[config.mk]
export PLATFORM = sky130hd
export DESIGN_NAME = rx_vlan_scatter
export DESIGN_NICKNAME = d
export VERILOG_FILES = /design/src/rtl/rx_vlan_scatter.sv
export SDC_FILE = /design/constraint.sdc
export NUM_CORES = 1
export LEC_CHECK = 0
export BUFFER_PORTS_ARGS = -buffer_cell sky130_fd_sc_hd__buf_2
export CAP_MARGIN = 25
export CELL_PAD_IN_SITES_DETAIL_PLACEMENT = 1
export CELL_PAD_IN_SITES_GLOBAL_PLACEMENT = 1
export CORE_MARGIN = 4
export CORE_UTILIZATION = 38
export CTS_CLUSTER_SIZE = 25
export DETAILED_ROUTE_END_ITERATION = 10
export MAX_ROUTING_LAYER = met4
export PLACE_DENSITY_LB_ADDON = 0.2
export SLEW_MARGIN = 25
export SYNTH_ARGS = -nofsm -noshare
export SYNTH_HDL_FRONTEND = slang
export SYNTH_SLANG_ARGS = --single-unit
export TNS_END_PERCENT = 30
[constraint.sdc]
create_clock -name clk -period 3.8 [get_ports clk]
set_input_delay 0.38 -clock clk [delete_from_list [all_inputs] [get_ports clk]]
set_output_delay 0.38 -clock clk [all_outputs]
set_load 0.01 [all_outputs]
[src/rtl/rx_vlan_scatter.sv]
`timescale 1ns/1ps
module rx_vlan_scatter #(
  parameter int BUF_W     = 15,
  parameter int DESC_W    = 11,
  parameter int CNT_W     = 15,
  parameter int MIN_LEN   = 60,
  parameter int MAX_STD   = 1522,
  parameter int MAX_LARGE = 16384
) (
  input  logic              clk,
  input  logic              rst_n,
  input  logic              in_valid,
  input  logic              in_sof,
  input  logic              in_eof,
  input  logic [7:0]        in_data,
  input  logic              vlan_en,
  input  logic [15:0]       vlan_type,
  input  logic              large_en,
  input  logic [BUF_W-1:0]  buf_size,
  output logic              wr_en,
  output logic [DESC_W-1:0] wr_desc,
  output logic [BUF_W-1:0]  wr_off,
  output logic [7:0]        wr_data,
  output logic              cmp_valid,
  output logic [DESC_W-1:0] cmp_idx,
  output logic [BUF_W-1:0]  cmp_len,
  output logic [2:0]        cmp_stat,
  output logic [15:0]       cmp_tag
);
  // two-byte hold: the type decision is made before byte 12 leaves
  localparam int DLY  = 2;
  localparam int TPOS = 12;
  localparam logic [CNT_W-1:0] P_DLY  = CNT_W'(DLY);
  localparam logic [CNT_W-1:0] P_T0   = CNT_W'(TPOS);
  localparam logic [CNT_W-1:0] P_T1   = CNT_W'(TPOS + 1);
  localparam logic [CNT_W-1:0] P_T2   = CNT_W'(TPOS + 2);
  localparam logic [CNT_W-1:0] P_T3   = CNT_W'(TPOS + 3);
  localparam logic [CNT_W-1:0] P_GLO  = CNT_W'(TPOS + DLY);
  localparam logic [CNT_W-1:0] P_GHI  = CNT_W'(TPOS + DLY + 4);
  localparam logic [CNT_W:0]   L_MIN  = (CNT_W+1)'(MIN_LEN);
  localparam logic [CNT_W:0]   L_STD  = (CNT_W+1)'(MAX_STD);
  localparam logic [CNT_W:0]   L_BIG  = (CNT_W+1)'(MAX_LARGE);

  typedef enum logic [2:0] {S_IDLE, S_IN, S_PAD, S_FLUSH, S_CMP} st_t;

  st_t              st;
  logic [CNT_W-1:0] cnt;
  logic [7:0]       sh0, sh1, thi;
  logic             drop, strip, fcnt;
  logic [15:0]      tag;
  logic [DESC_W-1:0] wdesc, cidx;
  logic [BUF_W-1:0] woff;

  wire start   = (st == S_IDLE) && in_valid && in_sof;
  wire tick    = start || (st == S_IN && in_valid) || st == S_PAD || st == S_FLUSH;
  wire [CNT_W-1:0] pos = start ? '0 : cnt;
  wire [7:0]   nb      = (st == S_PAD || st == S_FLUSH) ? 8'h00 : in_data;
  wire         live    = tick && st != S_FLUSH;
  wire         drop_c  = start ? 1'b0 : drop;
  wire         strip_c = start ? 1'b0 : strip;
  wire [CNT_W:0] nxt   = {1'b0, pos} + 1'b1;
  wire [CNT_W:0] lim   = large_en ? L_BIG : L_STD;
  wire         over    = (st == S_IN) && (nxt > lim);
  wire         gap     = strip_c && pos >= P_GLO && pos < P_GHI;
  wire         emit    = tick && pos >= P_DLY && !drop_c && !gap;
  wire         buf_end = woff == buf_size - 1'b1;
  wire [DESC_W-1:0] ndesc = wdesc + DESC_W'(woff != '0);
  wire         clast   = cidx == ndesc - 1'b1;

  assign cmp_valid = st == S_CMP;
  assign cmp_idx   = cidx;
  assign cmp_len   = (clast && woff != '0) ? woff : buf_size;
  assign cmp_stat  = {strip, clast, 1'b1};
  assign cmp_tag   = strip ? tag : 16'h0000;

  always_ff @(posedge clk) begin
    if (!rst_n) begin
      st <= S_IDLE;  cnt <= '0;   sh0 <= '0;   sh1 <= '0;   thi <= '0;
      drop <= 1'b0;  strip <= 1'b0; fcnt <= 1'b0; tag <= '0;
      wdesc <= '0;   woff <= '0;  cidx <= '0;
      wr_en <= 1'b0; wr_desc <= '0; wr_off <= '0; wr_data <= '0;
    end else begin
      wr_en <= emit;
      if (emit) begin
        wr_data <= sh1;
        wr_desc <= wdesc;
        wr_off  <= woff;
        if (buf_end) begin
          woff  <= '0;
          wdesc <= wdesc + 1'b1;
        end else begin
          woff <= woff + 1'b1;
        end
      end
      if (tick) begin
        sh1 <= sh0;
        sh0 <= nb;
      end
      case (st)
        S_IDLE: if (start) begin
          cnt <= 1;      drop <= 1'b0; strip <= 1'b0; tag <= '0;
          wdesc <= '0;   woff <= '0;   cidx <= '0;
          st <= in_eof ? S_PAD : S_IN;
        end
        S_IN: if (in_valid) begin
          if (!(drop || over)) cnt <= nxt[CNT_W-1:0];
          drop <= drop | over;
          if (in_eof)
            st <= (drop || over) ? S_IDLE : (nxt < L_MIN ? S_PAD : S_FLUSH);
        end
        S_PAD: begin
          cnt <= nxt[CNT_W-1:0];
          if (nxt == L_MIN) st <= S_FLUSH;
        end
        S_FLUSH: begin
          cnt  <= nxt[CNT_W-1:0];
          fcnt <= ~fcnt;
          if (fcnt) begin
            st   <= S_CMP;
            cidx <= '0;
          end
        end
        S_CMP: begin
          cidx <= cidx + 1'b1;
          if (clast) st <= S_IDLE;
        end
        default: st <= S_IDLE;
      endcase
      if (live && pos == P_T0) thi <= nb;
      if (live && pos == P_T1) strip <= vlan_en && ({thi, nb} == vlan_type);
      if (live && pos == P_T2) tag[15:8] <= nb;
      if (live && pos == P_T3) tag[7:0] <= nb;
    end
  end

  p_wr_in_buf_r7: assert property (@(posedge clk) disable iff (!rst_n)
    wr_en |-> wr_off < buf_size);
  p_len_range_r8: assert property (@(posedge clk) disable iff (!rst_n)
    cmp_valid |-> (cmp_len != '0 && cmp_len <= buf_size));
  p_first_idx_r8: assert property (@(posedge clk) disable iff (!rst_n)
    $rose(cmp_valid) |-> cmp_idx == '0);
  p_idx_step_r8: assert property (@(posedge clk) disable iff (!rst_n)
    (cmp_valid && !cmp_stat[1]) |=> (cmp_valid && cmp_idx == $past(cmp_idx) + 1'b1));
  p_eop_closes_r8: assert property (@(posedge clk) disable iff (!rst_n)
    (cmp_valid && cmp_stat[1]) |=> !cmp_valid);
  p_tag_clear_r6: assert property (@(posedge clk) disable iff (!rst_n)
    (cmp_valid && !cmp_stat[2]) |-> cmp_tag == 16'h0000);
  p_drop_silent_r3: assert property (@(posedge clk) disable iff (!rst_n)
    drop |=> (!wr_en && !cmp_valid));
  p_strip_stable_r4: assert property (@(posedge clk) disable iff (!rst_n)
    (cmp_valid && $past(cmp_valid)) |-> ($stable(cmp_tag) && $stable(cmp_stat[2])));
endmodule

==> key figures, run 1 <==
Layout
  • Layout cells sized above 1: 22.4%
  • Final cell count without fillers: around 1,400
  • N_diodes: 0
  • Finished Cell Area: 9950 um2
  • Area grow syn2layout: 23.6%
  • Fin nets: 1,214

STA
  • Hold_ws: 0.305 ns
  • Worst-Margin Slew: 0.906 ns
  • Final Cycle Share: 112%
  • Min cycle time layout: 4.26 ns
  • RSZ-0062 raised after global routing: true
  • Clock skew: 0.00702 ns
  • Endpoints failing setup: 15
  • Fmax: about 230 MHz
  • Hold Vio Cnt, Final: 0
  • Worst slew margin: 38.8%
  • Final Max Slew Viols: 0
  • PnR worst setup slack: -0.455 ns

Critical path
  • CP Class: flop to output pin
  • Reg-to-reg critical path endpoint: cnt[11]
  • Crit-path max FO: 6
  • Worst Path Arrival: 3.88 ns
  • Worst reg2reg startpoint: cnt[3]
  • R2R Setup Slk: 0.31 ns
  • FF-to-FF path depth: 12
  • Slowest stage delay, CP: 0.61 ns
  • Slowest cell on crit path: or4_4
  • CP endpoint kind: output pin
  • Nature of the critical path startpoint: flop
  • Critical-path cell list: or4_4 > nor4_4 > buf_4 > ha_4 > buf_6 > ha_4 > xnor2_2 > nor4_2 > o2111ai_1 > or4_4 > buf_12 > mux2_4 > buf_2
  • Req. time, crit path: 3.42 ns

Yosys
  • Compound-Gate Fraction of Synth Area: 16.8%
  • Area leader, netlist: dfxtp_1
  • Main combinational cell family by area after synthesis: simple AND/OR/NAND/NOR gates
  • Top area cells in the synthesized netlist: dfxtp_1 33%, nand2_1 8.5%, a21boi_0 6.2%
  • Register bit total from synthesis: 133
  • Seq/Total Area, Yosys: 33.1%
  • Synth top area share: 33.1%
  • Multiplexer area fraction after synthesis: 4.01%
  • Distinct cell type count after synthesis: 73
  • Syn_nets: 1,089
  • Mapped Area: 8060 um2
  • Post-synthesis xor/xnor area fraction: 8.05%
  • Ys flop type: dfxtp_1
  • FFs w/ async S/R, synth: 0%
  • Yosys warning total: 0
  • Mapped Cells: 1,026
  • Simple-gate area share of the yosys netlist: between 30 and 40%
  • Fraction of the mapped netlist area in adder cells: 2.64%
  • Number of enable flip-flop cells after synthesis: 0
  • Average size of a mapped cell: 7.85 um2

Floorplan
  • Die height: 154 um
  • Core ar.: ~21,000 um2
  • Total die area: 23,600 um2
  • IO Pins: about 130
  • Site row count: 52
  • Die W: 154 um
  • Initial core utilization: 39.2%

Detailed routing
  • WL met1: approximately 12,000 um
  • DR WL/cell: 17.5 um
  • Met2 wire len: about 12,000 um
  • Detailed Routing Iterations Pass 1: 5
  • Top sig layer: met4
  • WL final: 25,100 um
  • DRC viols: 0
  • Post-DRT Antenna Nets: 0
  • DR iter-0 viols: 354
  • Routed vias: 7,862
  • Vias per cell: 5.48
  • Met3 WL: 892 um

GRT
  • Vias in the first global route: 8,171
  • Pin count of the biggest net entering global routing: 48
  • Initial antenna violation count: 0
  • Overall Global Routing Usage: between 20 and 25%
  • Total congestion overflow: 0
  • First-pass GRT wire length: 41,500 um

Clock network
  • Skew-Pair Late Insertion Delay: 0.42 ns
  • Clock sink count: 133
  • CTS HTree Levels: 4
  • Clock buffer depth: 2
  • CTS root buf: clkbuf_16
  • Hold_buf cts: 0
  • Clock-pin slew on the worst setup and hold paths: 0.06 ns
  • CTS tree: built
  • Clock buffer count from CTS: 17

Min path
  • Worst hold start: in_data[7]
  • WHS Endpoint: tag[7]
  • HP Class: input pin to flop
  • Hold depth: 3

Power and ir drop
  • Sw frac: 29.5%
  • Peak supply drop: ~0.0003 V
  • P_leak: a little under 4 nW
  • Internal Power: 2.84 mW
  • Clock power share: 43.5%
  • Pwr Total: between 4 and 5 mW
  • P_sw: 1.19 mW
  • Gate power share: 19.9%
  • Reg power frac: 36.5%
  • PD cells: roughly 400 nW/um2

Place
  • Post-detail-place hpwl: 18,000 um
  • Cell count after placement: 1,399
  • Routability cong.: 0.850
  • Buffers on Ports: 125
  • DP Area: 9110 um2
  • Worst slack at placement: -0.160 ns

Run status
  • Failing checks: setup timing
  • Status: complete, but fails checks

Flow run
  • Total of max-cap violations: 0
routing by layer:
metal  up-vias  GRT usage [%]
met4         0           3.99
li1       3833              -
met5         -              -
met3        21           4.02
met2       157           37.0
met1      3851           26.9
cell type report:
class / instances / area [um2]
Fill cell: 2525 / 10600
Multi-Input combinational cell: 797 / 5120
Sequential cell: 133 / 2670
Timing Repair Buffer: 182 / 1130
Clock buffer: 20 / 447
Tap cell: 270 / 338
Clock inverter: 12 / 176
Inverter: 20 / 75.1
cells in the mapped netlist (all sizes together) (21+ instances only):
cell type and number:
dfxtp 133, o21ai 37, a21oi 24, xnor2 46, mux2i 21, xor2 28
a21boi 69, clkbuf 59, nand3 67, nor2 70, and2 25, nand2 183
registers in the layout, indices dropped and copies added (netlist names), 11 cells and up:
| register | flops |
|---|---|
| cnt | 15 |
| woff | 15 |
| tag | 16 |
| wr_desc | 11 |
| wdesc | 11 |
| wr_off | 15 |
| cmp_idx | 11 |
per-stage QoR:
| stage | util, % | setup TNS (ns) |
|---|---|---|
| 3_5_place_dp | 44.3 | -1.71 |
| 5_1_grt | 48.4 | -8.92 |
| 6_report | 48.4 | -6.33 |
| 3_3_place_gp | 44.3 | -0.466 |
| 2_1_floorplan | - | 0 |
| 4_1_cts | 48.1 | -6.31 |
power by group through the flow:
stage                     sequential, mW  clock (mW)  combinational (mW)
after floorplan                     1.49           0               0.507
after global placement              1.50           0               0.772
after detailed placement            1.50           0               0.779
after CTS                           1.47        1.79               0.795
after global routing                1.48        1.85               0.885
final                               1.47        1.75               0.803
cell usage in the layout, fill, tap and decap left out, drive strengths merged, types with 14 or more instances in the layout:
cell	count
nor2	70
buf	182
mux2i	21
xor2	28
ha	17
o21ai	37
nand2	183
clkbuf	20
a21oi	24
nand3	67
inv	22
nand4	20
dfxtp	133
or3	14
nor4	15
xnor2	46
and2	25
nor3	18
a21boi	69
cells by family (layout without fill, tap and decap cells):
logic type	count (synthesis)	after routing
AOI/OAI and AO/OA	193	193
xor gates and xnor gates	74	74
adders and majority gates	17	17
buffers and inverters	96	234
DFF	133	133
muxes	31	31
other	1	1
and+or+nand+nor	481	481
worst max-delay path by stage:
| stage | startpoint | slack (ns) | endpoint | cells after the start |
|---|---|---|---|---|
| detailed placement | woff[2] | -0.16 | cmp_len[10] | 13 |
| global placement | woff[2] | -0.06 | cmp_len[13] | 13 |
| CTS | woff[0] | -0.46 | cmp_len[4] | 16 |
| finish | woff[14] | -0.46 | cmp_len[9] | 13 |
| floorplan | woff[2] | 0.03 | cmp_len[0] | 13 |
| global route | woff[4] | -0.60 | cmp_len[13] | 13 |
critical path: cells and delay by family (launching register included):
| family | cells | cell delay, ns |
|---|---|---|
| buffers and inverters | 4 | 0.58 |
| and+or+nand+nor | 4 | 1.60 |
| muxes | 1 | 0.29 |
| adders and majority gates | 2 | 0.34 |
| DFF | 1 | 0.33 |
| xor gates and xnor gates | 1 | 0.13 |
| AOI/OAI and AO/OA | 1 | 0.18 |
what timing repair did:
action | CTS | global route
cloned | 1 | 0
pin swaps | 4 | 5
endpoints found under the setup margin | 16 | 23
buffers inserted | 2 | 0
resized for setup | 23 | 16
Power figures use the tool's default switching activity.
==> inputs of run 2 (changes only) <==
Settings changed: ABC_AREA set to 1, CORE_UTILIZATION 38 to 37.
==> run 2 against run 1 <==
Critical path depth increased by 9. Highest routed layer unchanged. Final area rose by 4.3%. The flow still finishes with violations (setup timing). Clock skew grew 0.0056 ns.
==> key figures, run 2 <==
Layout
  • Final cell count without fillers: 1,692 (+18%)
  • Fillers: 2,880 (+14%)
  • Layout cells sized above 1: 22.3% (-0.11 points)
  • N_diodes: 0 (unchanged)
  • Commonest non-fill, non-tap cell in the layout: nand2_1
  • Area of the multi-input gates: 4920 um2 (-3.9%)
  • Most frequent cells in the layout: 268 x nand2_1, 136 x inv_1, 136 x nor2_1
  • Max reg flops: 16 (unchanged)
  • Fin nets: 1,463 (+21%)
  • Reg with most FFs: tag
  • Sequential Area: 2670 um2 (about the same)
  • Area grow syn2layout: 26.8%

Yosys
  • Area leader, netlist: dfxtp_1
  • Multiplexer area fraction after synthesis: 0.489% (-3.5 points)
  • Number of enable flip-flop cells after synthesis: 0 (unchanged)
  • Yosys warning total: 0 (unchanged)
  • Synth top cells by count: 276 x nand2_1, 139 x inv_1, 139 x nor2_1
  • Compound-Gate Fraction of Synth Area: 13.7% (-3.1 points)
  • Top area cells in the synthesized netlist: dfxtp_1 33%, nand2_1 13%, inv_1 6.4%
  • Synth top area share: 32.5% (-0.54 points)
  • Register bit total from synthesis: 133 (unchanged)
  • Fraction of the mapped netlist area in adder cells: 2.60% (-0.043 points)
  • Mapped Cells: 1,234 (+20%)
  • Average size of a mapped cell: 6.64 um2 (-15%)
  • FFs w/ async S/R, synth: 0% (unchanged)
  • Seq/Total Area, Yosys: 32.5% (-0.54 points)
  • Post-synthesis xor/xnor area fraction: 5.99% (-2.1 points)
  • Syn_nets: 1,297 (+19%)
  • Ys flop type: dfxtp_1
  • Main combinational cell family by area after synthesis: simple AND/OR/NAND/NOR gates
  • Mapped Area: 8190 um2 (+1.7%)
  • Most frequent cell after synthesis: nand2_1
  • Simple-gate area share of the yosys netlist: 34.9% (+4.5 points)
  • Distinct cell type count after synthesis: 50 (-32%)

GRT
  • Initial antenna violation count: 0 (unchanged)
  • Pin count of the biggest net entering global routing: 44 (-8.3%)
  • First-pass GRT wire length: 45,500 um (+9.5%)
  • Overall Global Routing Usage: 23.3% (+1.7 points)
  • Total congestion overflow: 0 (unchanged)
  • Vias in the first global route: 9,052 (+11%)

Critical path
  • Slowest cell on crit path: dfxtp_2
  • Crit path max-delay family: simple AND/OR/NAND/NOR gates
  • Critical Path Sink: cmp_len[4]
  • Crit path from: woff[0]
  • Slowest stage delay, CP: 0.33 ns (-0.28 ns)
  • Crit-path max FO: 7 (+1)
  • FF-to-FF path depth: 22 (+10)
  • Instance count on the critical path: 22 (+9)
  • Req. time, crit path: 3.42 ns (about the same)
  • R2R Setup Slk: 0.37 ns (+0.06 ns)
  • CP Class: flop to output pin
  • Nature of the critical path startpoint: flop
  • Worst reg2reg startpoint: woff[0]
  • Critical-path cell list: inv_2 > ha_4 > nand2_4 > nor3_4 > nand4_1 > nor4_2 > ha_2 > ha_4 > nand3_4 > inv_2 > nand4_1 > nor2_2 > nand3_1 > xor2_1 > nand3_2 > nor2_4 > o311ai_4 > clkbuf_16 > nand2_1 > o21ai_2 > inv_1 > buf_2
  • CP bufs+invs: 5 (+1)
  • CP endpoint kind: output pin
  • Reg-to-reg critical path endpoint: st[0]
  • Worst Path Arrival: 3.83 ns (-0.05 ns)

Run status
  • Failing checks: setup timing
  • Status: complete, but fails checks

STA
  • Hold Vio Cnt, Final: 0 (unchanged)
  • Worst-Margin Slew: 0.769 ns (-0.137 ns)
  • Post-Route Setup TNS: -5.77 ns (+0.569 ns)
  • Hold_ws: 0.305 ns (-0.000769 ns)
  • Min cycle time layout: 4.21 ns (-0.0481 ns)
  • Endpoints failing setup: 16 (+1)
  • PnR worst setup slack: -0.407 ns (+0.0481 ns)
  • Worst slew margin: 48.4% (+9.6 points)
  • Fmax: 238 MHz (+1.1%)
  • RSZ-0062 raised after global routing: true
  • Clock skew: 0.0126 ns (+0.00556 ns)
  • Final Cycle Share: 111% (-1.3 points)
  • Final Max Slew Viols: 0 (unchanged)

Min path
  • HP Class: input pin to flop

Floorplan
  • Die height: 157 um (+2.1%)
  • Core ar.: 21,800 um2 (+6.1%)
  • Die W: 157 um (+2.1%)
  • IO Pins: 127 (unchanged)
  • Total die area: 24,600 um2 (+4.2%)
  • Initial core utilization: 37.5% (-1.7 points)
  • Site row count: 54 (+3.8%)

Place
  • Worst slack at placement: -0.222 ns (-0.0622 ns)
  • Cell count after placement: 1,638 (+17%)
  • Post-detail-place hpwl: 19,600 um (+9.3%)
  • Routability cong.: 0.888 (+4.4%)
  • Buffers on Ports: 125 (unchanged)

Power and ir drop
  • Peak supply drop: 0.000363 V (+21%)
  • PD cells: 699 nW/um2 (+73%)
  • P_leak: 4.80 nW (+21%)

Detailed routing
  • DR iter-0 viols: 425 (+20%)
  • Vias per cell: 5.17 (-5.7%)
  • Post-DRT Antenna Nets: 0 (unchanged)
  • Detailed Routing Iterations Pass 1: 4 (-1)
  • DRC viols: 0 (unchanged)
  • WL final: 27,500 um (+9.6%)
  • Routed vias: 8,750 (+11%)
  • DR WL/cell: 16.3 um (-7.1%)

Clock network
  • Clock buffer depth: 2 (unchanged)
  • Clock-pin slew on the worst setup and hold paths: 0.06 ns (about the same)
  • Skew-Pair Late Insertion Delay: 0.42 ns (about the same)
  • CTS root buf: clkbuf_16
  • CTS HTree Levels: 4 (unchanged)
  • CTS tree: built
  • Hold_buf cts: 0 (unchanged)
  • Clock sink count: 133 (unchanged)
  • Clock buffer count from CTS: 17 (unchanged)

Flow run
  • Total of max-cap violations: 0 (unchanged)
==> run 2: cell count changes after synthesis, sizes merged, moves of 17 or more <==
| cell | delta |
|---|---|
| xor2 | +17 |
| xnor2 | -35 |
| nor3 | +25 |
| mux2i | -17 |
| a21oi | +72 |
| clkbuf | -34 |
| nand2 | +97 |
| nor2 | +76 |
| and2 | -25 |
| inv | +125 |
| a21boi | -69 |
| o21ai | +60 |
==> run 2: repair_timing <==
action	in CTS	in global routing
gates cloned	2	1
resized for setup	27	37
endpoints found under the setup margin	15	30
setup buffers	14	5
pin swaps	6	10
==> run 2: metrics by stage <==
| step | total power [mW] | area, um2 | utilization [%] |
|---|---|---|---|
| 2_1_floorplan | 4.00 | 8190 | - |
| 3_3_place_gp | 4.82 | 9310 | 42.7 |
| 3_5_place_dp | 4.90 | 9310 | 42.7 |
| 4_1_cts | 7.08 | 10200 | 46.8 |
| 5_1_grt | 7.83 | 10400 | 47.6 |
| 6_report | 7.26 | 10400 | 47.6 |
==> run 2: area by class of cell <==
type	instances	share of cell area [%]
Multi-Input combinational cell	906	47.4
Clock buffer	19	4.27
Sequential cell	133	25.7
Clock inverter	12	1.96
Tap cell	280	3.38
Timing Repair Buffer	193	11.9
Inverter	149	5.39
==> run 2: worst reg2reg max path: cells and delay by family (launching register included) <==
| kind | cells | cell delay (ns) |
|---|---|---|
| flip-flops | 1 | 0.33 |
| XOR/XNOR | 1 | 0.24 |
| adder cells (fa/ha/maj) | 3 | 0.57 |
| buffers and inverters | 2 | 0.15 |
| AND/OR/NAND/NOR | 14 | 1.80 |
| AO/OA/AOI/OAI | 2 | 0.25 |
==> run 2: power by group <==
group,total (mW),internal (mW),switching (mW)
Combinational,3.42,1.34,2.07
Sequential,2.02,1.73,0.282
Clock,1.83,1.18,0.647
Total,7.26,4.26,3.00
==> run 2: logic make-up (layout without fill, tap and decap cells) <==
family                   Yosys count  count (layout)
AO/OA/AOI/OAI                    212             212
XOR/XNOR                          56              56
adder cells (fa/ha/maj)           17              17
buffers and inverters            195             373
flip-flops                       133             133
multiplexers                       4               4
other                              1               1
AND/OR/NAND/NOR                  616             616
==> run 2: routing by layer <==
| layer | wire length (um) | up-vias | track usage, % |
|---|---|---|---|
| li1 | - | 4366 | - |
| met1 | 12300 | 4171 | 28.3 |
| met2 | 13700 | 166 | 39.7 |
| met3 | 946 | 47 | 3.62 |
| met4 | 616 | 0 | 7.27 |
| met5 | 0 | - | - |
==> run 2: how the worst min path moves through the flow <==
stage          startpoint     end  slack [ns]  cells past startpoint
6_report       in_data[4]  thi[4]        0.30                      3
5_1_grt        in_data[7]  thi[7]        0.32                      3
2_1_floorplan      thi[2]  thi[2]        0.44                      2
3_3_place_gp       sh0[5]  sh0[5]        0.45                      2
3_5_place_dp       sh0[0]  sh0[0]        0.45                      2
4_1_cts        in_data[4]  thi[4]        0.29                      3
==> inputs of run 3 (changes only) <==
==> constraint.sdc (replaced) <==
create_clock -name clk -period 3.8 [get_ports clk]
set_input_delay 0.38 -clock clk [delete_from_list [all_inputs] [get_ports clk]]
set_output_delay 0.38 -clock clk [all_outputs]
set_load 0.02 [all_outputs]
==> run 3 against run 2 <==
The flow still finishes with violations (setup timing). First-iteration DRC count fell by 11%. Final cell count is 2.0% higher. Fmax fell by 1.7%. Clock power decreased by 7%. Clock skew up 0.0039 ns. Global-route usage up 0.94 points. Register-to-register slack got worse by 0.79 ns. Sequential power about the same. Utilization is 1.1 points higher. Critical path type unchanged.
==> key figures, run 3 (synthesized netlist as in run 2, its figures left out) <==
Clock network
  • Skew-Pair Late Insertion Delay: 0.43 ns (about the same)
  • Clock-pin slew on the worst setup and hold paths: 0.06 ns (about the same)
  • Clock buffer count from CTS: 17 (unchanged)
  • Clock sink count: 133 (unchanged)
  • CTS root buf: clkbuf_16
  • Hold_buf cts: 0 (unchanged)
  • Clock buffer depth: 2 (unchanged)
  • CTS HTree Levels: 4 (unchanged)
  • CTS tree: built

Detailed routing
  • DRC viols: 0 (unchanged)
  • Post-DRT Antenna Nets: 0 (unchanged)
  • DR iter-0 viols: 378 (-11%)
  • WL final: 29,000 um (+5.2%)
  • DR WL/cell: 16.8 um (+3.2%)
  • Routed vias: 9,031 (+3.2%)
  • Vias per cell: 5.23 (+1.2%)
  • Detailed Routing Iterations Pass 1: 5 (+1)

GRT
  • Initial antenna violation count: 0 (unchanged)
  • Vias in the first global route: 9,327 (+3.0%)
  • First-pass GRT wire length: 46,900 um (+3.2%)
  • Pin count of the biggest net entering global routing: 50 (+14%)
  • Overall Global Routing Usage: 24.2% (+0.94 points)
  • Total congestion overflow: 0 (unchanged)

Place
  • Cell count after placement: 1,637 (-0.061%)
  • Buffers on Ports: 125 (unchanged)
  • Routability cong.: 0.868 (-2.2%)
  • Post-detail-place hpwl: 19,500 um (-0.61%)

Power and ir drop
  • P_leak: 4.94 nW (+3.1%)
  • PD cells: 705 nW/um2 (+0.87%)
  • Peak supply drop: 0.000413 V (+14%)

Critical path
  • Crit-path max FO: 6 (-1)
  • Worst reg2reg startpoint: woff[1]
  • Worst Path Arrival: 3.90 ns (+0.07 ns)
  • Crit path from: woff[0]
  • CP endpoint kind: output pin
  • CP Class: flop to output pin
  • Req. time, crit path: 3.42 ns (about the same)
  • Nature of the critical path startpoint: flop

Floorplan
  • Core ar.: 21,800 um2 (unchanged)
  • Total die area: 24,600 um2 (unchanged)
  • Initial core utilization: 37.5% (unchanged)
  • Die height: 157 um (unchanged)
  • Die W: 157 um (unchanged)
  • IO Pins: 127 (unchanged)
  • Site row count: 54 (unchanged)

STA
  • Clock skew: 0.0165 ns (+0.00387 ns)
  • Min cycle time layout: 4.28 ns (+0.0714 ns)
  • Hold Vio Cnt, Final: 0 (unchanged)
  • Worst slew margin: 51.5% (+3.1 points)
  • RSZ-0062 raised after global routing: true
  • Final Max Slew Viols: 0 (unchanged)
  • PnR worst setup slack: -0.479 ns (-0.0714 ns)
  • Endpoints failing setup: 20 (+4)
  • Final Cycle Share: 113% (+1.9 points)
  • Worst-Margin Slew: 0.723 ns (-0.0459 ns)
  • Fmax: 234 MHz (-1.7%)

Layout
  • Reg with most FFs: tag
  • Sequential Area: 2670 um2 (unchanged)
  • N_diodes: 0 (unchanged)
  • Commonest non-fill, non-tap cell in the layout: nand2_1
  • Fin nets: 1,497 (+2.3%)
  • Area grow syn2layout: 29.6%
  • Area of the multi-input gates: 4940 um2 (+0.46%)
  • Max reg flops: 16 (unchanged)
  • Layout cells sized above 1: 24.4% (+2.1 points)
  • Layout Utilization: 48.6% (+1.1 points)
  • Final cell count without fillers: 1,726 (+2.0%)
  • Fillers: 2,889 (+0.31%)
  • Most frequent cells in the layout: 271 x nand2_1, 136 x inv_1, 134 x nor2_1

Run status
  • Status: complete, but fails checks
  • Failing checks: setup timing

Min path
  • Worst hold start: in_data[4]
  • HP Class: input pin to flop

Flow run
  • Total of max-cap violations: 0 (unchanged)
==> run 3: final cells by class <==
| cell class | count | area share (%) |
|---|---|---|
| Clock inverter | 13 | 1.48 |
| Sequential cell | 133 | 25.1 |
| Inverter | 149 | 5.27 |
| Tap cell | 280 | 3.30 |
| Multi-Input combinational cell | 906 | 46.6 |
| Timing Repair Buffer | 227 | 14.1 |
| Clock buffer | 18 | 4.14 |
==> run 3: timing repair <==
item,4_1_cts,5_1_grt
cloned,2,1
gates resized for setup,34,48
buffers inserted,49,8
endpoints found under the hold margin,0,0
pin swaps,8,13
setup endpoints to repair,16,24
==> run 3: final timing paths <==
kind,endpoint,slack [ns],depth (start not counted)
worst min-delay path,thi[4],0.29,3
worst min register to register,sh0[5],0.46,2
worst max register to register,woff[13],-0.42,29
worst max-delay path,cmp_len[5],-0.48,23
==> run 3: critical path: stages (launching register included) <==
cell,delay (ns)
dfxtp_2,0.32
inv_2,0.07
ha_4,0.14
nand2_4,0.05
nor3_4,0.17
nand4_1,0.18
nor4_4,0.23
ha_2,0.27
ha_4,0.15
nand3_4,0.08
inv_2,0.08
buf_4,0.11
buf_4,0.09
buf_4,0.10
nand2_2,0.06
nand3_2,0.07
nand4_1,0.11
nor4_2,0.26
buf_4,0.17
o311ai_4,0.17
clkbuf_16,0.22
o21ai_0,0.14
inv_1,0.06
buf_2,0.16
==> run 3: power breakdown <==
part           total, mW  internal (mW)  switching (mW)
sequential          2.01           1.73           0.279
combinational       3.78           1.49            2.29
clock               1.70           1.04           0.656
==> run 3: per-stage QoR <==
step	instance area, um2	TNS [ns]	worst slack, ns	power, mW	hold slack (ns)
2_1_floorplan	8190	0	0.260	4.13	0.436
3_5_place_dp	9300	-1.68	-0.129	5.02	0.454
4_1_cts	10400	-5.87	-0.397	7.21	0.274
3_3_place_gp	9300	-0.104	-0.0187	4.94	0.445
6_report	10600	-7.87	-0.479	7.49	0.288
5_1_grt	10600	-10.89	-0.612	8.02	0.316
==> run 3: metal layers <==
layer / vias up / wire length, um / global-route usage, % / share of wire [%]
li1: 4437 / - / - / -
met1: 4325 / 12400 / 28.7 / 43
met2: 204 / 14500 / 41.8 / 50
met3: 65 / 1120 / 3.43 / 3.9
met4: 0 / 880 / 8.84 / 3.0
met5: - / 0 / - / 0
